[config.mk]
export PLATFORM = sky130hd
export DESIGN_NAME = stc_commit_ctrl
export DESIGN_NICKNAME = d
export VERILOG_FILES = /design/src/rtl/stc_pkg.sv /design/src/rtl/stc_order.sv /design/src/rtl/stc_readset.sv /design/src/rtl/stc_commit_ctrl.sv
export SDC_FILE = /design/constraint.sdc
export NUM_CORES = 1
export LEC_CHECK = 0
export ABC_CLOCK_PERIOD_IN_PS = 15480
export BUFFER_PORTS_ARGS = -buffer_cell sky130_fd_sc_hd__buf_4
export CORE_UTILIZATION = 60
export CTS_BUF_LIST = sky130_fd_sc_hd__clkbuf_8 sky130_fd_sc_hd__clkbuf_16
export DETAILED_ROUTE_END_ITERATION = 16
export PLACE_DENSITY_LB_ADDON = 0.05
export SLEW_MARGIN = 20
export SYNTH_ARGS = -nofsm -noshare
export SYNTH_HDL_FRONTEND = slang
export SYNTH_SLANG_ARGS = --single-unit
[constraint.sdc]
create_clock -name clk -period 15.48 [get_ports clk]
set_clock_uncertainty 0.15 [all_clocks]
set_input_delay 0.774 -clock clk [delete_from_list [all_inputs] [get_ports clk]]
set_output_delay 0.774 -clock clk [all_outputs]
set_load 0.01 [all_outputs]
[src/rtl/stc_pkg.sv]
package stc_pkg;

    // Action taken for the owning processor in one cycle
    typedef enum logic [1:0] {
        OP_NONE,
        OP_COMMIT,
        OP_ADVANCE,
        OP_TERMINATE
    } owner_op_e;

    // Terminate wins over advance, advance wins over plain commit
    function automatic owner_op_e pick_op(input logic cmt, input logic adv, input logic term);
        if (term)
            return OP_TERMINATE;
        else if (adv)
            return OP_ADVANCE;
        else if (cmt)
            return OP_COMMIT;
        return OP_NONE;
    endfunction

endpackage

[src/rtl/stc_order.sv]
module stc_order
    import stc_pkg::*;
#(
    parameter int NPROC = 4,
    parameter int TID_W = 8,
    parameter int PW    = 2
) (
    input  logic                   clk,
    input  logic                   rst,
    input  logic                   start_i,
    input  logic [NPROC-1:0]       cmt_i,
    input  logic [NPROC-1:0]       adv_i,
    input  logic [NPROC-1:0]       term_i,
    output logic                   active_o,
    output logic [NPROC-1:0]       owner_o,
    output logic [NPROC-1:0]       grant_o,
    output logic [NPROC*PW-1:0]    rel_o,
    output logic                   term_fire_o,
    output logic [NPROC*TID_W-1:0] tid_o
);

    logic [TID_W-1:0] tid_q [NPROC];
    logic [TID_W-1:0] head_id_q;
    logic [PW-1:0]    head_q;
    logic             active_q;
    owner_op_e        op;

    // Distance of each task from the head; wraps together with the counters
    always_comb begin
        for (int p = 0; p < NPROC; p++) begin
            logic [TID_W-1:0] diff;
            diff                = tid_q[p] - head_id_q;
            rel_o[p*PW +: PW]   = diff[PW-1:0];
            owner_o[p]          = active_q && (diff == '0);
        end
    end

    assign grant_o     = owner_o & (cmt_i | adv_i | term_i);
    assign op          = pick_op(|(grant_o & cmt_i), |(grant_o & adv_i), |(grant_o & term_i));
    assign term_fire_o = (op == OP_TERMINATE);
    assign active_o    = active_q;

    always_ff @(posedge clk) begin
        if (rst) begin
            active_q  <= 1'b0;
            head_id_q <= '0;
            head_q    <= '0;
            for (int p = 0; p < NPROC; p++)
                tid_q[p] <= '0;
        end else if (!active_q) begin
            if (start_i) begin
                active_q  <= 1'b1;
                head_id_q <= '0;
                head_q    <= '0;
                for (int p = 0; p < NPROC; p++)
                    tid_q[p] <= TID_W'(p);
            end
        end else begin
            case (op)
                OP_ADVANCE: begin
                    tid_q[head_q] <= tid_q[head_q] + TID_W'(NPROC);
                    head_id_q     <= head_id_q + 1'b1;
                    head_q        <= (head_q == PW'(NPROC-1)) ? '0 : head_q + 1'b1;
                end
                OP_TERMINATE: active_q <= 1'b0;
                default: ;
            endcase
        end
    end

    generate
        for (genvar g = 0; g < NPROC; g++) begin : g_tid_out
            assign tid_o[g*TID_W +: TID_W] = tid_q[g];
        end
    endgenerate


    one_owner_chk: assert property (@(posedge clk) disable iff (rst)
        active_q |-> ($countones(owner_o) == 1) && owner_o[head_q]);


    adv_moves_head_chk: assert property (@(posedge clk) disable iff (rst)
        (op == OP_ADVANCE) |=> (head_id_q == $past(head_id_q) + 1'b1));


    term_ends_chk: assert property (@(posedge clk) disable iff (rst)
        term_fire_o |=> !active_q);

endmodule

[src/rtl/stc_readset.sv]
module stc_readset #(
    parameter int NPROC = 4,
    parameter int NSLOT = 16,
    parameter int PW    = 2,
    parameter int AW    = 4
) (
    input  logic                clk,
    input  logic                rst,
    input  logic                active_i,
    input  logic [NPROC-1:0]    owner_i,
    input  logic [NPROC*PW-1:0] rel_i,
    input  logic [NPROC-1:0]    rd_vld_i,
    input  logic [NPROC*AW-1:0] rd_addr_i,
    input  logic [NPROC-1:0]    wr_vld_i,
    input  logic [NPROC-1:0]    wr_sync_i,
    input  logic [NPROC*AW-1:0] wr_addr_i,
    input  logic [NPROC-1:0]    clr_i,
    input  logic                wipe_i,
    output logic [NPROC-1:0]    viol_o
);

    logic [NSLOT-1:0] rbits_q [NPROC];
    logic             any_bits;

    // For each checked write: oldest younger reader, then every task from it on
    always_comb begin
        viol_o = '0;
        for (int w = 0; w < NPROC; w++) begin
            logic          found;
            logic [PW-1:0] best;
            logic [PW-1:0] rw;
            logic [AW-1:0] wa;
            found = 1'b0;
            best  = '1;
            rw    = rel_i[w*PW +: PW];
            wa    = wr_addr_i[w*AW +: AW];
            if (active_i && wr_vld_i[w] && !wr_sync_i[w]) begin
                for (int q = 0; q < NPROC; q++) begin
                    if (rbits_q[q][wa] && (rel_i[q*PW +: PW] > rw) &&
                        (!found || (rel_i[q*PW +: PW] < best))) begin
                        found = 1'b1;
                        best  = rel_i[q*PW +: PW];
                    end
                end
                for (int q = 0; q < NPROC; q++)
                    if (found && (rel_i[q*PW +: PW] >= best))
                        viol_o[q] = 1'b1;
            end
        end
    end

    always_ff @(posedge clk) begin
        if (rst || wipe_i) begin
            for (int q = 0; q < NPROC; q++)
                rbits_q[q] <= '0;
        end else begin
            for (int q = 0; q < NPROC; q++) begin
                if (clr_i[q] || viol_o[q])
                    rbits_q[q] <= '0;
                else if (active_i && rd_vld_i[q])
                    rbits_q[q][rd_addr_i[q*AW +: AW]] <= 1'b1;
            end
        end
    end

    always_comb begin
        any_bits = 1'b0;
        for (int q = 0; q < NPROC; q++)
            any_bits = any_bits | (|rbits_q[q]);
    end


    owner_never_flushed_chk: assert property (@(posedge clk) disable iff (rst)
        (viol_o & owner_i) == '0);


    idle_bits_clear_chk: assert property (@(posedge clk) disable iff (rst)
        !active_i |-> !any_bits);

    generate
        for (genvar g = 0; g < NPROC; g++) begin : g_row_chk

            flushed_row_clear_chk: assert property (@(posedge clk) disable iff (rst)
                viol_o[g] |=> (rbits_q[g] == '0));
        end
    endgenerate

endmodule

[src/rtl/stc_commit_ctrl.sv]
module stc_commit_ctrl #(
    parameter int NPROC = 4,
    parameter int NSLOT = 16,
    parameter int TID_W = 8
) (
    input  logic                              clk,
    input  logic                              rst,
    input  logic                              spec_start_i,
    input  logic [NPROC-1:0]                  rd_vld_i,
    input  logic [NPROC*$clog2(NSLOT)-1:0]    rd_addr_i,
    input  logic [NPROC-1:0]                  wr_vld_i,
    input  logic [NPROC-1:0]                  wr_sync_i,
    input  logic [NPROC*$clog2(NSLOT)-1:0]    wr_addr_i,
    input  logic [NPROC-1:0]                  cmt_req_i,
    input  logic [NPROC-1:0]                  adv_req_i,
    input  logic [NPROC-1:0]                  term_req_i,
    output logic [NPROC-1:0]                  grant_o,
    output logic [NPROC-1:0]                  flush_o,
    output logic                              spec_active_o,
    output logic [NPROC*TID_W-1:0]            task_id_o
);

    localparam int PW = (NPROC > 1) ? $clog2(NPROC) : 1;
    localparam int AW = $clog2(NSLOT);

    logic [NPROC-1:0]    owner;
    logic [NPROC*PW-1:0] rel;
    logic                term_fire;
    logic [NPROC-1:0]    viol;
    logic [NPROC-1:0]    flush_d;
    logic [NPROC-1:0]    flush_q;

    stc_order #(.NPROC(NPROC), .TID_W(TID_W), .PW(PW)) u_order (
        .clk        (clk),
        .rst        (rst),
        .start_i    (spec_start_i),
        .cmt_i      (cmt_req_i),
        .adv_i      (adv_req_i),
        .term_i     (term_req_i),
        .active_o   (spec_active_o),
        .owner_o    (owner),
        .grant_o    (grant_o),
        .rel_o      (rel),
        .term_fire_o(term_fire),
        .tid_o      (task_id_o)
    );

    stc_readset #(.NPROC(NPROC), .NSLOT(NSLOT), .PW(PW), .AW(AW)) u_readset (
        .clk      (clk),
        .rst      (rst),
        .active_i (spec_active_o),
        .owner_i  (owner),
        .rel_i    (rel),
        .rd_vld_i (rd_vld_i),
        .rd_addr_i(rd_addr_i),
        .wr_vld_i (wr_vld_i),
        .wr_sync_i(wr_sync_i),
        .wr_addr_i(wr_addr_i),
        .clr_i    (grant_o),
        .wipe_i   (term_fire),
        .viol_o   (viol)
    );

    // Terminate squashes everyone but the terminating owner
    assign flush_d = viol | (term_fire ? ~grant_o : '0);

    always_ff @(posedge clk) begin
        if (rst)
            flush_q <= '0;
        else
            flush_q <= flush_d;
    end

    assign flush_o = flush_q;


    term_flush_chk: assert property (@(posedge clk) disable iff (rst)
        term_fire |=> (flush_o == ~$past(grant_o)));

endmodule

Word-level counts from Yosys, hierarchy flattened
Memories as Yosys holds them, arrays and structs flattened. A register that Yosys moved wholly into a read port is not among the register bits.
Index checks and enable logic that the tools add are counted.
- register bits after elaboration: 15
- bits in writable memories: 96
- memories: 2
- output and inout bits: 41
- $add $sub $neg: 7
- multiplexer cells: 258
- equal/unequal tests: 4
- $lt $le $gt $ge: 56
- reduce and logical (&&, ||, !) cells: 107
- bitwise gates (word level): 80
- memories (memory ; depth ; bits a word ; read ports ; clocked after memory_dff ; write ports ; line ; RTL):
    u_readset.rbits_q ; 4 ; 16 ; 4 ; 0 ; 4 ; stc_readset.sv:22 ; logic [NSLOT-1:0] rbits_q [NPROC];
    u_order.tid_q ; 4 ; 8 ; 5 ; 1 ; 4 ; stc_order.sv:22 ; logic [TID_W-1:0] tid_q [NPROC];
- operator list (kind ; count):
    1-bit 2-to-1 mux ; 174
    16-bit 2-to-1 mux ; 8
    2-bit 2-to-1 mux ; 43
    1-bit bitwise OR ; 72
    1-bit binary-select mux with 4-bit select ; 16
    1-bit logical AND ; 64
    8-bit 2-to-1 mux ; 8
    4-bit by 5-bit < comparator with 1-bit output (second input constant) ; 8
    2-bit >= comparator ; 16
    2-bit greater-than comparator ; 16
    8-bit zero test ; 4
    8-bit subtractor ; 4
    2-bit < comparator ; 12
    4-bit 2-to-1 mux ; 5
    1-bit logical OR ; 17
    4-bit AND ; 4
    1-bit demux with 4-bit select ; 4
    4-bit by 1-bit >= comparator with 1-bit output (second input constant) ; 4
    1-bit zero test ; 16
    4-bit bitwise OR ; 3
    4-bit OR reduction ; 3
    8-bit by 1-bit adder with 8-bit output (second input constant) ; 1
    8-bit by 3-bit adder with 8-bit output (second input constant) ; 1
    8-bit OR reduction ; 1
    other kinds (6) ; 8

Depth between registers and ports, before layout
- depth in word-level cells: 36
- mapped depth: 30
- depth with buffers taken out: 28

Cells and area by module
Synthesis repeated with hierarchy kept, for this count alone.
- cell total of the unflattened synthesis: 1041
- area, all modules: 10438.8 um2
- modules (own cells, without submodules) (module ; area an instance (um2) ; times used ; cells an instance):
    stc_readset ; 6656.4 ; 1 ; 639
    stc_order ; 3642.2 ; 1 ; 386
    stc_commit_ctrl ; 140.1 ; 1 ; 16

Worst setup path before layout
No wires, ideal clock.
- kind: reg-to-reg
- start point: memory u_order.tid_q[2][0]
- end point: memory u_readset.rbits_q[1][7] (netlist: u_readset.rbits_q[0][23]), enable pin
- setup slack: 9.403 ns
- data required time: 15.087 ns
- arrival time: 5.685 ns
- setup time: 0.243 ns
- stages on the path, launching flop included: 30
- buffers on the path: 2
- cells stage by stage: edfxtp_1 -> inv_1 -> ha_1 -> inv_1 -> fa_1 -> inv_1 -> ha_1 -> a21oi_1 -> a21oi_1 -> nand2_1 -> nor2_1 -> ha_1 -> a21oi_1 -> nor2_1 -> o31ai_1 -> ha_1 -> nor3b_1 -> a31oi_1 -> o21ai_0 -> mux2i_1 -> ha_1 -> nand2b_1 -> a21oi_1 -> o32a_1 -> o221ai_1 -> or4_1 -> buf_6 -> nor2_8 -> buf_12 -> nand2_1
- RTL lines (what ; line):
    start, declared ; stc_order.sv:22
    end, declared ; stc_readset.sv:22

==> results.md <==
* Post-synth top flop: edfxtp_1
* Status: completed
* Initial DRC Count at 1045
* Fill cells at 1312
* DR DRC count at 0
* CP most frequent cell: ha_1
* Seq/Total Area, Yosys at 31.18%
* Fin Hold WS at 0.4059 ns
* CTS Hold Buffers Added at 0
* Clock sinks at 113
* CP Launch Type: flip-flop
* Syn_area_per_cell at 9.554 µm²
* FF-to-FF End: u_readset.rbits_q[0][41]
* Critical Path Sink Type: flip-flop
* DR WL/cell at 21.21 µm
* Total vias in the final route at 9242
* Row cnt at 47
* Layout cells sized above 1 at 20.72%
* WS Path Type: flip-flop to flip-flop
* Reg power frac at 33.9%
* Max Fclk at 127.7 MHz
* CTS HTree Levels at 4
* FF-to-FF path depth at 27
* Clock root buffer: clkbuf_16
* Post-synth ARST share at 0%
* PwrDens at 94.87 mW/mm²
* Setup TNS Final at 0 ns
* HP Start: u_order.head_q[1]
* Max stage delay on crit path at 0.87 ns
* Max-slew violations at 0
* Clk slew on worst S/H paths at 0.06 ns
* Combinational fraction of design power at 30.0%
* Final setup viols at 0
* Hold Path Cell Cnt at 2
* Port Buffers at 99
* CTS tree: built
* Maxcap violations at 0
* Vias in the first global route at 8457
* Final cycle utilization of the critical path at 50.60%
* Tot GR Track Use at 33.87%
* Crit Path Max Fanout at 17
* Number of enable flip-flop cells after synthesis at 96
* Global-route wire length before repair at 45680 µm
* HPWL Detailed at 22270 µm
* WP data arrival at 7.82 ns
* Post-CTS Resized at 0
* Switching share of power at 33.15%
* CTS buffer count at 17
* Max-slew headroom at 26.41%
* Top Family by Delay on Critical Path: adder cells
* Final net count at 1293
* CORE AREA at 0.01670 mm²
* Mapped Area at 0.01034 mm²
* Slew of the pin with the lowest slew margin at 1.104 ns
* Hold Path Class: flip-flop to flip-flop
* Initial antenna violation count at 0
* Cell variety after synth at 82
* Final Critical Period at 7.833 ns
* RSZ-0062 raised after global routing: no
* Final GP Congestion at 0.9660
* Synthesized net count at 1225
* Initial core utilization at 61.90%
* Hold Violations, Final at 0
* Post-Syn Instances at 1082
* Synth Warn # at 0
* Worst vdd ir at 0.08391 mV
* FF-to-FF Start: u_order.tid_q[2][0]
* Antenna Cells at 0
* Mean number of vias per cell at 6.683
* # IOs at 100
* Largest net degree at the start of global routing at 33
* Lkg Pwr at 0.004614 µW
* GRT overflow at 0
* Width of the chip at 133.3 µm
* Data required time of the critical path at 15.47 ns
* Area grow syn2layout at 13.53%
* WHS Endpoint: u_order.head_q[1]
* Internal Power at 744.3 µW
* Worst Path Buf+Inv at 3
* Drt first pass iters at 5
* CTS max path bufs at 2
* Later-pin clock latency in the skew report at 0.43 ns
* Post-route ant nets at 0
* CP max-delay cell: nor3_2
* Die height at 133.3 µm
* Clock share of power at 36.1%
* Synth Register Bits at 113
* CP Launch Point: u_order.tid_q[2][0]
* Routed wire length at 29330 µm
* Switching pwr at 369.1 µW
* Setup bufs post-CTS at 0
* R2r setup slk at 7.65 ns
* Die Area at 0.01776 mm²
[worst register-to-register path: stages, from the launching register on]
cell      delay [ns]
edfxtp_1        0.51
inv_1           0.11
ha_1            0.17
inv_1           0.05
fa_1            0.84
inv_1           0.22
ha_1            0.35
a21oi_1         0.12
a21oi_1         0.32
nand2_1         0.18
nor2_1          0.13
ha_1            0.24
a21oi_1         0.17
a31oi_1         0.13
nand2_1         0.10
o31ai_1         0.09
ha_1            0.33
nor3b_1         0.19
a31oi_1         0.05
o21ai_0         0.16
mux2i_1         0.46
ha_1            0.30
nand2b_1        0.14
a21oi_1         0.14
o22a_1          0.23
nand3_1         0.56
nor3_2          0.87
o21ai_0         0.22
[cell type report]
cell class / instances / area (µm²) / share of cell area (%)
Multi-Input combinational cell: 871 / 6696 / 57.06
Timing Repair Buffer: 102 / 765.7 / 6.524
Clock buffer: 21 / 525.5 / 4.478
Clock inverter: 11 / 81.33 / 0.6930
Inverter: 45 / 168.9 / 1.439
Sequential cell: 113 / 3223 / 27.46
Tap cell: 220 / 275.3 / 2.345
[metal layers]
| metal | global-route usage (%) | up-vias | wire [µm] |
|---|---|---|---|
| met5 | 0 | - | 0 |
| met4 | 11.87 | 0 | 693 |
| met3 | 8.676 | 59 | 3158 |
| met2 | 48.81 | 490 | 12680 |
| met1 | 49.19 | 4407 | 12790 |
| li1 | - | 4286 | - |
[cells by family after synthesis]
family                   share of synthesized area [%]
buffers and inverters                            4.260
AO/OA/AOI/OAI                                    13.98
adder cells (fa/ha/maj)                          10.46
XOR/XNOR                                         2.033
multiplexers                                     13.93
flip-flops                                       31.18
AND/OR/NAND/NOR                                  24.16
[cell usage after synthesis, drive strengths merged, types with 17 or more instances]
| master | number | area share (%) |
|---|---|---|
| nor2b | 22 | 1.3 |
| dfxtp | 17 | 3.3 |
| mux4 | 45 | 9.9 |
| nor2 | 70 | 2.7 |
| nor3 | 73 | 4.7 |
| nand3 | 72 | 3.5 |
| a21oi | 61 | 3.0 |
| o21ai | 32 | 1.5 |
| mux2i | 25 | 2.4 |
| clkbuf | 28 | 1.0 |
| inv | 42 | 1.5 |
| ha | 80 | 9.7 |
| buf | 25 | 1.6 |
| nand2b | 29 | 1.8 |
| edfxtp | 96 | 28 |
| nand2 | 120 | 4.5 |
[state kept, by name (all words and copies together), names as in the netlist, named ones only]
name               flops
flush_o                4
u_order.tid_q         32
u_order.active_o       1
u_readset.rbits_q     64
u_order.head_id_q      8
u_order.head_q         2
[metrics by stage]
step                area, µm²  total power [µW]  setup WS [ns]  utilization, %  cells
floorplan               10340             615.8          9.403               -   1082
global placement        11120             701.9          7.877           66.57   1351
detailed placement      11120             709.5          7.810           66.57   1351
CTS                     11730              1109          7.782           70.21   1383
global route            11740              1163          7.018           70.27   1383
finish                  11740              1113          7.647           70.27   1383
[power groups by stage]
stage | Clock, µW | Sequential, µW | Combinational, µW
after floorplan | 0 | 376 | 240
after global placement | 0 | 382 | 320
after detailed placement | 0 | 383 | 327
after CTS | 403 | 377 | 329
after global routing | 417 | 380 | 367
final | 402 | 378 | 334
[worst max path at each step]
stage / slack, ns / depth (start not counted) / endpoint
2_1_floorplan: 9.40 / 29 / u_readset.rbits_q[0][23]
6_report: 7.65 / 27 / u_readset.rbits_q[0][41]
4_1_cts: 7.78 / 26 / u_readset.rbits_q[0][41]
3_5_place_dp: 7.81 / 26 / u_readset.rbits_q[0][40]
3_3_place_gp: 7.88 / 26 / u_readset.rbits_q[0][40]
5_1_grt: 7.02 / 23 / u_readset.rbits_q[0][41]
[layout by cell type (no fill, tap or decap), types with 11 or more instances in the layout]
| cell | n |
|---|---|
| a21o_1 | 12 |
| a21oi_1 | 61 |
| buf_4 | 102 |
| clkbuf_16 | 21 |
| dfxtp_1 | 17 |
| edfxtp_1 | 96 |
| ha_1 | 80 |
| inv_1 | 42 |
| mux2_2 | 15 |
| mux2i_1 | 25 |
| mux4_2 | 43 |
| nand2_1 | 115 |
| nand2b_1 | 29 |
| nand3_1 | 72 |
| nand3b_1 | 15 |
| nand4_1 | 14 |
| nor2_1 | 69 |
| nor2b_1 | 22 |
| nor3_1 | 49 |
| nor3_2 | 23 |
| nor4_1 | 12 |
| o21ai_0 | 32 |
| o31ai_1 | 11 |
| xnor2_1 | 15 |
(Power assumes the default switching activity.)
